`src/rtl/telem_pkg.sv`:
```
package telem_pkg;

  localparam int FIELD_MAX = 12;
  localparam int BYTE_W    = 8;

  typedef enum logic [1:0] {
    FW_NIBBLE   = 2'b00,
    FW_BYTE     = 2'b01,
    FW_WIDE     = 2'b10,
    FW_WIDE_ALT = 2'b11
  } fw_code_e;

  // Number of bits a width code selects.
  function automatic logic [4:0] fw_bits(input logic [1:0] code);
    case (fw_code_e'(code))
      FW_NIBBLE: return 5'd4;
      FW_BYTE:   return 5'd8;
      default:   return 5'd12;
    endcase
  endfunction

  // Mask keeping the low fw_bits(code) bits of a field.
  function automatic logic [FIELD_MAX-1:0] fw_mask(input logic [1:0] code);
    return {FIELD_MAX{1'b1}} >> (5'(FIELD_MAX) - fw_bits(code));
  endfunction

endpackage

```
`src/rtl/telem_sensor_rf.sv`:
```
module telem_sensor_rf #(
  parameter int NUM = 44,
  parameter int DW  = 12,
  parameter int IW  = $clog2(NUM)
) (
  input  logic          clk,
  input  logic          rst_n,
  input  logic          wr_en,
  input  logic [IW-1:0] wr_idx,
  input  logic [DW-1:0] wr_data,
  input  logic [IW-1:0] rd_idx,
  output logic [DW-1:0] rd_data
);

  localparam logic [IW-1:0] LAST_IDX = IW'(NUM - 1);

  logic [DW-1:0] mem [NUM];

  always_ff @(posedge clk) begin
    if (!rst_n) begin
      for (int i = 0; i < NUM; i++) mem[i] <= '0;
    end else if (wr_en && (wr_idx <= LAST_IDX)) begin
      mem[wr_idx] <= wr_data;
    end
  end

  // Indices past the last sense point read as zero.
  assign rd_data = (rd_idx <= LAST_IDX) ? mem[rd_idx] : '0;

  AST_SENS_WRITE: assert property (@(posedge clk) disable iff (!rst_n)
    (wr_en && (wr_idx <= LAST_IDX)) |=> (mem[$past(wr_idx)] == $past(wr_data)));

endmodule

```
`src/rtl/telem_xact_table.sv`:
```
module telem_xact_table #(
  parameter int DEPTH = 64,
  parameter int EW    = 9,
  parameter int AW    = $clog2(DEPTH)
) (
  input  logic          clk,
  input  logic          rst_n,
  input  logic          wr_en,
  input  logic [AW-1:0] wr_addr,
  input  logic [EW-1:0] wr_data,
  input  logic [AW-1:0] rd_addr,
  output logic [EW-1:0] rd_entry
);

  logic [EW-1:0] slot [DEPTH];

  always_ff @(posedge clk) begin
    if (!rst_n) begin
      for (int i = 0; i < DEPTH; i++) slot[i] <= '0;
    end else if (wr_en) begin
      slot[wr_addr] <= wr_data;
    end
  end

  assign rd_entry = slot[rd_addr];

  AST_TBL_WRITE: assert property (@(posedge clk) disable iff (!rst_n)
    wr_en |=> (slot[$past(wr_addr)] == $past(wr_data)));

endmodule

```
`src/rtl/telem_mcast_bank.sv`:
```
module telem_mcast_bank #(
  parameter int NT = 8,
  parameter int TW = 8
) (
  input  logic           clk,
  input  logic           rst_n,
  input  logic           mc_valid,
  input  logic [NT-1:0]  mc_mask,
  input  logic [TW-1:0]  mc_data,
  output logic [NT*TW-1:0] regs_flat
);

  logic [TW-1:0] reg_q [NT];

  for (genvar g = 0; g < NT; g++) begin : g_tgt
    always_ff @(posedge clk) begin
      if (!rst_n)                       reg_q[g] <= '0;
      else if (mc_valid && mc_mask[g])  reg_q[g] <= mc_data;
    end

    assign regs_flat[g*TW +: TW] = reg_q[g];

    AST_MC_HIT: assert property (@(posedge clk) disable iff (!rst_n)
      (mc_valid && mc_mask[g]) |=> (regs_flat[g*TW +: TW] == $past(mc_data)));
    AST_MC_MISS: assert property (@(posedge clk) disable iff (!rst_n)
      !(mc_valid && mc_mask[g]) |=> $stable(regs_flat[g*TW +: TW]));
  end

endmodule

```
`src/rtl/telem_packer.sv`:
```
module telem_packer
  import telem_pkg::*;
#(
  parameter int DEPTH = 64,
  parameter int DW    = 12,
  parameter int AW    = $clog2(DEPTH)
) (
  input  logic          clk,
  input  logic          rst_n,
  input  logic          start,
  output logic [AW-1:0] tbl_ptr,
  input  logic [1:0]    ent_code,
  input  logic          ent_end,
  input  logic [DW-1:0] field_in,
  output logic          busy,
  output logic          out_valid,
  input  logic          out_ready,
  output logic [BYTE_W-1:0] out_data,
  output logic          out_last
);

  // Worst case: 7 leftover bits plus one widest field.
  localparam int ACC_W = BYTE_W + FIELD_MAX - 1;
  localparam int CNT_W = $clog2(ACC_W + 1);
  localparam logic [CNT_W-1:0] BYTE_CNT = CNT_W'(BYTE_W);
  localparam logic [AW-1:0]    TOP_SLOT = AW'(DEPTH - 1);

  logic             run_q;
  logic             fetch_done_q;
  logic [ACC_W-1:0] acc_q;
  logic [CNT_W-1:0] cnt_q;
  logic [BYTE_W-1:0] obyte_q;
  logic             ovalid_q;
  logic             olast_q;

  logic [FIELD_MAX-1:0] fld;
  logic [CNT_W-1:0]     fbits;
  logic can_load, have_byte, flush, do_emit, do_fetch, emit_last, take_start;

  always_comb begin
    fld        = FIELD_MAX'(field_in) & fw_mask(ent_code);
    fbits      = CNT_W'(fw_bits(ent_code));
    can_load   = !ovalid_q || out_ready;
    have_byte  = cnt_q >= BYTE_CNT;
    flush      = fetch_done_q && (cnt_q != '0);
    do_emit    = run_q && can_load && (have_byte || flush);
    do_fetch   = run_q && !fetch_done_q && !have_byte;
    emit_last  = fetch_done_q && (cnt_q <= BYTE_CNT);
    take_start = start && !busy;
  end

  // Sequencing: table walk, bit accumulator and run control.
  always_ff @(posedge clk) begin
    if (!rst_n) begin
      run_q        <= 1'b0;
      fetch_done_q <= 1'b0;
      tbl_ptr      <= '0;
      acc_q        <= '0;
      cnt_q        <= '0;
    end else if (take_start) begin
      run_q        <= 1'b1;
      fetch_done_q <= 1'b0;
      tbl_ptr      <= '0;
      acc_q        <= '0;
      cnt_q        <= '0;
    end else if (do_fetch) begin
      acc_q   <= acc_q | (ACC_W'(fld) << cnt_q);
      cnt_q   <= cnt_q + fbits;
      tbl_ptr <= tbl_ptr + 1'b1;
      if (ent_end || (tbl_ptr == TOP_SLOT)) fetch_done_q <= 1'b1;
    end else if (do_emit) begin
      acc_q <= acc_q >> BYTE_W;
      cnt_q <= have_byte ? (cnt_q - BYTE_CNT) : '0;
      if (emit_last) run_q <= 1'b0;
    end
  end

  // Output register with valid/ready hold.
  always_ff @(posedge clk) begin
    if (!rst_n) begin
      ovalid_q <= 1'b0;
      obyte_q  <= '0;
      olast_q  <= 1'b0;
    end else if (do_emit) begin
      ovalid_q <= 1'b1;
      obyte_q  <= acc_q[BYTE_W-1:0];
      olast_q  <= emit_last;
    end else if (out_ready) begin
      ovalid_q <= 1'b0;
    end
  end

  assign busy      = run_q || ovalid_q;
  assign out_valid = ovalid_q;
  assign out_data  = obyte_q;
  assign out_last  = olast_q;

  AST_HOLD_OUT: assert property (@(posedge clk) disable iff (!rst_n)
    (out_valid && !out_ready) |=> (out_valid && $stable(out_data) && $stable(out_last)));
  AST_EMIT_IN_RUN: assert property (@(posedge clk) disable iff (!rst_n)
    $rose(out_valid) |-> $past(run_q));
  AST_ACC_BOUND: assert property (@(posedge clk) disable iff (!rst_n)
    cnt_q <= CNT_W'(ACC_W));
  AST_LAST_CLEARS: assert property (@(posedge clk) disable iff (!rst_n)
    (out_valid && out_ready && out_last) |=> !busy);
  AST_NO_RESTART: assert property (@(posedge clk) disable iff (!rst_n)
    (start && run_q && (tbl_ptr != '0)) |=> (tbl_ptr != '0));

endmodule

```
`src/rtl/telem_stream_seq.sv`:
```
module telem_stream_seq
  import telem_pkg::*;
#(
  parameter int NUM_SENSORS = 44,
  parameter int SENS_W      = 12,
  parameter int TBL_DEPTH   = 64,
  parameter int NUM_TGT     = 8,
  parameter int TGT_W       = 8,
  parameter int IDX_W       = $clog2(NUM_SENSORS),
  parameter int PTR_W       = $clog2(TBL_DEPTH),
  parameter int ENT_W       = IDX_W + 3
) (
  input  logic                     clk,
  input  logic                     rst_n,
  input  logic                     sens_wr_en,
  input  logic [IDX_W-1:0]         sens_wr_idx,
  input  logic [SENS_W-1:0]        sens_wr_data,
  input  logic                     tbl_wr_en,
  input  logic [PTR_W-1:0]         tbl_wr_addr,
  input  logic [ENT_W-1:0]         tbl_wr_data,
  input  logic                     rd_req,
  output logic                     busy,
  output logic                     out_valid,
  input  logic                     out_ready,
  output logic [7:0]               out_data,
  output logic                     out_last,
  input  logic                     mc_valid,
  input  logic [NUM_TGT-1:0]       mc_mask,
  input  logic [TGT_W-1:0]         mc_data,
  output logic [NUM_TGT*TGT_W-1:0] tgt_regs
);

  logic [PTR_W-1:0]  tbl_ptr;
  logic [ENT_W-1:0]  entry;
  logic [SENS_W-1:0] reading;

  telem_xact_table #(.DEPTH(TBL_DEPTH), .EW(ENT_W), .AW(PTR_W)) u_table (
    .clk      (clk),
    .rst_n    (rst_n),
    .wr_en    (tbl_wr_en),
    .wr_addr  (tbl_wr_addr),
    .wr_data  (tbl_wr_data),
    .rd_addr  (tbl_ptr),
    .rd_entry (entry)
  );

  telem_sensor_rf #(.NUM(NUM_SENSORS), .DW(SENS_W), .IW(IDX_W)) u_sens (
    .clk     (clk),
    .rst_n   (rst_n),
    .wr_en   (sens_wr_en),
    .wr_idx  (sens_wr_idx),
    .wr_data (sens_wr_data),
    .rd_idx  (entry[IDX_W-1:0]),
    .rd_data (reading)
  );

  telem_packer #(.DEPTH(TBL_DEPTH), .DW(SENS_W), .AW(PTR_W)) u_pack (
    .clk       (clk),
    .rst_n     (rst_n),
    .start     (rd_req),
    .tbl_ptr   (tbl_ptr),
    .ent_code  (entry[IDX_W +: 2]),
    .ent_end   (entry[IDX_W + 2]),
    .field_in  (reading),
    .busy      (busy),
    .out_valid (out_valid),
    .out_ready (out_ready),
    .out_data  (out_data),
    .out_last  (out_last)
  );

  telem_mcast_bank #(.NT(NUM_TGT), .TW(TGT_W)) u_mcast (
    .clk       (clk),
    .rst_n     (rst_n),
    .mc_valid  (mc_valid),
    .mc_mask   (mc_mask),
    .mc_data   (mc_data),
    .regs_flat (tgt_regs)
  );

  AST_RESET_IDLE: assert property (@(posedge clk)
    !rst_n |=> (!busy && !out_valid && (tgt_regs == '0)));

endmodule

```
`config.mk`:
```
export PLATFORM = sky130hd
export DESIGN_NAME = telem_stream_seq
export DESIGN_NICKNAME = d
export VERILOG_FILES = /design/src/rtl/telem_pkg.sv /design/src/rtl/telem_sensor_rf.sv /design/src/rtl/telem_xact_table.sv /design/src/rtl/telem_mcast_bank.sv /design/src/rtl/telem_packer.sv /design/src/rtl/telem_stream_seq.sv
export SDC_FILE = /design/constraint.sdc
export NUM_CORES = 2
export LEC_CHECK = 0
export BUFFER_PORTS_ARGS = -buffer_cell sky130_fd_sc_hd__buf_2
export CAP_MARGIN = 30
export CELL_PAD_IN_SITES_DETAIL_PLACEMENT = 0
export CELL_PAD_IN_SITES_GLOBAL_PLACEMENT = 1
export CORE_MARGIN = 4
export CORE_UTILIZATION = 30
export DETAILED_ROUTE_END_ITERATION = 8
export GPL_TIMING_DRIVEN = 0
export PLACE_DENSITY_LB_ADDON = 0.1
export SLEW_MARGIN = 5
export SYNTH_ARGS = -nofsm -noshare
export SYNTH_HDL_FRONTEND = slang
export SYNTH_SLANG_ARGS = --single-unit
```
`constraint.sdc`:
```
create_clock -name clk -period 4.3 [get_ports clk]
set_input_delay 0.86 -clock clk [delete_from_list [all_inputs] [get_ports clk]]
set_output_delay 0.86 -clock clk [all_outputs]
set_load 0.05 [all_outputs]
```
==> results.json <==
{
  "result_of_the_run": "complete, but fails checks",
  "failed_checks": "setup timing",
  "cts.clk_slew.worst_paths_ns": 0.06,
  "worst_ep_arrival_time_ns": 5.41,
  "data_required_time_of_the_worst_path_ns": 5.00,
  "synth_area_sq_mm": 0.0569,
  "drtAntennaViolNets": 0,
  "worstSetupStartpointType": "flop",
  "floorplan.rows": 159,
  "critical_path.endpoint_type": "flop",
  "p_comb_frac": 0.163,
  "final_worst_clock_skew_ns": 0.0167,
  "cp.buffers_inverters": 7,
  "drt_drc_violations_left": 0,
  "fin_total_pwr_mw": 30.9,
  "rsz0062_at_grt": "yes",
  "cts_root_buf": "sky130_fd_sc_hd__clkbuf_16",
  "critical-path-max-stage-delay_ns": 0.55,
  "synth.ff_latch_count": 1222,
  "floorplan.initialDensity": 0.303,
  "synth.yosys.warnings": 0,
  "grt_antenna_before_repair": 11,
  "timing.critical_path.slowest_stage_cell": "sky130_fd_sc_hd__a311o_1",
  "design.final.nets": 5031,
  "internal-power_mw": 22.3,
  "chipWidth_microns": 444,
  "grt_overflow": 0,
  "grt_pass1_wl_mm": 342,
  "drt_pre_antenna_iters": 7,
  "synthesis.instances": 4317,
  "worst_slack_setup_final_ns": -0.405,
  "tritoncts.num_buffers": 147,
  "drv.max_cap_violation_count": 0,
  "power_per_standard_cell_area_mw_per_mm2": 426,
  "placement.setup.worst_slack_ns": -3.46,
  "slew_headroom": 0.244,
  "synth.top_cell.area_share": 0.620,
  "critical_path.most_common_cell": "sky130_fd_sc_hd__buf_12",
  "vias_post_dr": 39303,
  "final_layout_size_suffix_gt1_frac": 0.248,
  "cts_tree": "built",
  "cpLargestDelayFamily": "compound AO/OA/AOI/OAI gates",
  "synth_most_common_cell": "sky130_fd_sc_hd__edfxtp_1",
  "detailed_place_hpwl_mm": 176,
  "yosys.area.top_type": "sky130_fd_sc_hd__edfxtp_1",
  "wire_per_inst_microns": 33.5,
  "syn_avg_cell_area_sq_um": 13.2,
  "syn2layout_area_growth_pct": 27.4,
  "number_of_global_route_vias_before_repair": 39430,
  "placeableCoreArea_sq_mm": 0.188,
  "finalSetupTns_ns": -3.54,
  "clock_power_share": 0.389,
  "port-buffer-count": 120,
  "grt_start_max_net_pins": 17,
  "number_of_distinct_library_cell_variants_in_the_gate_level_netlist_after_synthesis": 85,
  "ir_drop_uv": 273,
  "cts_max_path_buffers": 3,
  "finish.cell_count_without_fillers": 7584,
  "synth_seq_area_share": 0.636,
  "ys_async_rst_share": 0,
  "track_usage": 0.253,
  "p_sw_mw": 8.67,
  "hold_path_class": "in2reg",
  "gp_congestion": 0.917,
  "swShare": 0.280,
  "finalHoldViolations": 0,
  "placed_cells": 7071,
  "fp.dieArea_sq_mm": 0.197,
  "critical_path_peak_fanout": 6,
  "drt-initial-drc-count": 3909,
  "cts_hold_buf": 0,
  "post-route-min-period_ns": 4.70,
  "report.final.setup_viol": 20,
  "static-leakage-power_nw": 25.8,
  "ys_top_cells_by_count": "1176 x sky130_fd_sc_hd__edfxtp_1, 1174 x sky130_fd_sc_hd__and2_1, 366 x sky130_fd_sc_hd__nand2_1, 226 x sky130_fd_sc_hd__clkbuf_1, 214 x sky130_fd_sc_hd__nand3_1",
  "final.period_utilization": 1.09,
  "synth_edf_count": 1176,
  "netlist_top_cells_area": "sky130_fd_sc_hd__edfxtp_1 62%, sky130_fd_sc_hd__and2_1 13%, sky130_fd_sc_hd__mux4_2 6.1%, sky130_fd_sc_hd__nand2_1 2.4%, sky130_fd_sc_hd__mux2i_1 2.2%",
  "clock_latency_ns": 0.79,
  "tritoncts_num_sinks": 1222,
  "io_pins": 131,
  "sequentialPowerShare": 0.448,
  "wirelength_mm": 254,
  "timing.fmax_mhz": 213,
  "floorplan.die.height_microns": 444,
  "cts.htree.levels": 4,
  "top_ff_cell_synth": "sky130_fd_sc_hd__edfxtp_1",
  "tightest_pin_transition_ns": 1.13,
  "worst_path_class_setup": "reg2reg",
  "number_of_slew_limit_violations_in_the_final_report": 0,
  "post_drt_via_cell_ratio": 5.18,
  "worstPathCellList": "buf_12 -> buf_16 -> buf_12 -> buf_12 -> mux4_2 -> mux2i_4 -> a221oi_4 -> a22oi_2 -> buf_6 -> buf_12 -> buf_8 -> nand2_2 -> and4_1 -> a311oi_2 -> nand4_1 -> a311o_1 -> or3_1 -> a31oi_1"
}
[power groups by stage]
stage               registers, mW  clock network, mW  logic, mW
CTS                          13.8               12.2       4.73
global placement             14.1                  0       3.67
finish                       13.8               12.0       5.05
floorplan                    14.2                  0       1.65
detailed placement           14.1                  0       3.86
global route                 13.9               12.7       5.18
[flip-flops by register name (all words and copies together) (netlist names), named ones only]
| signal | flops |
|---|---|
| u_table.slot | 576 |
| u_sens.mem | 536 |
| u_mcast.reg_q | 64 |
| u_pack.acc_q | 19 |
| u_pack.out_data | 8 |
| u_pack.tbl_ptr | 6 |
| u_pack.cnt_q | 3 |
| u_pack.fetch_done_q | 1 |
| u_pack.out_last | 1 |
| u_pack.out_valid | 1 |
| u_pack.run_q | 1 |
[what timing repair did]
action                     CTS  global route
cloned                       5             3
pin swaps                   59            72
gates resized for setup    573           149
setup endpoints to repair   23            21
setup buffers              155            89
[metal layers]
metal | vias to the layer above | wire [microns] | part of all wire | GRT usage
met2 | 1396 | 124000 | 0.49 | 0.427
met4 | 0 | 12600 | 0.050 | 0.109
met3 | 439 | 14300 | 0.056 | 0.0405
met1 | 20500 | 103000 | 0.41 | 0.322
li1 | 16968 | - | - | -
met5 | - | 0 | 0 | 0
[final timing paths]
| kind | start | to | slack (ns) | depth (start not counted) |
|---|---|---|---|---|
| setup reg to reg | flop | u_pack.acc_q[10] | -0.40 | 18 |
| hold / removal | out_ready | u_pack.out_valid | 0.43 | 3 |
| hold reg to reg | u_pack.out_data[6] | u_pack.out_data[6] | 0.46 | 2 |
| setup / recovery | flop | u_pack.acc_q[10] | -0.40 | 18 |
[per-stage QoR]
step / hold WS [ns] / util / instance area [sq um]
after detailed placement: 0.460 / 0.331 / 62300
final: 0.430 / 0.386 / 72600
after CTS: 0.372 / 0.377 / 71000
after global placement: 0.458 / 0.323 / 60700
after global routing: 0.395 / 0.386 / 72600
after floorplan: 0.440 / - / 57000
[worst min-delay path: cells and delay by family]
family | cells | cell delay, ns
AND/OR/NAND/NOR | 1 | 0.06
buffers and inverters | 1 | 0.08
AO/OA/AOI/OAI | 1 | 0.17
[placed cells by master (no fill, tap or decap), types with 55 or more instances in the layout]
cell                        instances
sky130_fd_sc_hd__buf_4            233
sky130_fd_sc_hd__nand2_1          347
sky130_fd_sc_hd__buf_6             72
sky130_fd_sc_hd__nor2_1           153
sky130_fd_sc_hd__edfxtp_1        1176
sky130_fd_sc_hd__buf_8             55
sky130_fd_sc_hd__o21ai_1           76
sky130_fd_sc_hd__clkbuf_16        154
sky130_fd_sc_hd__mux2i_1           92
sky130_fd_sc_hd__clkbuf_1         240
sky130_fd_sc_hd__buf_2            123
sky130_fd_sc_hd__buf_12            79
sky130_fd_sc_hd__mux4_2           156
sky130_fd_sc_hd__and2_1          1173
sky130_fd_sc_hd__nand3_1          193
[final cells by class]
cell class / instances / area (sq um)
well taps: 2495 / 3120
flip-flops and latches: 1222 / 36200
clock inverters: 82 / 606
diodes: 4 / 10.0
multi-input cells: 2744 / 20800
clock buffers: 181 / 3850
plain buffers: 340 / 3000
repair buffers: 502 / 4830
fillers: 18175 / 116000
inverters: 14 / 68.8
[cells by family (layout without fill, tap and decap cells)]
group                    count (synthesis)  in the layout  synth area share
AND/OR/NAND/NOR                       2045           2045             0.198
flip-flops                            1222           1222             0.636
AO/OA/AOI/OAI                          367            367            0.0418
buffers and inverters                  358           1119            0.0295
multiplexers                           314            314            0.0927
XOR/XNOR                                 6              6          0.000923
adder cells (fa/ha/maj)                  4              4           0.00101
other                                    1             12         0.0000659
No activity file was read; power rests on OpenSTA's default activity.
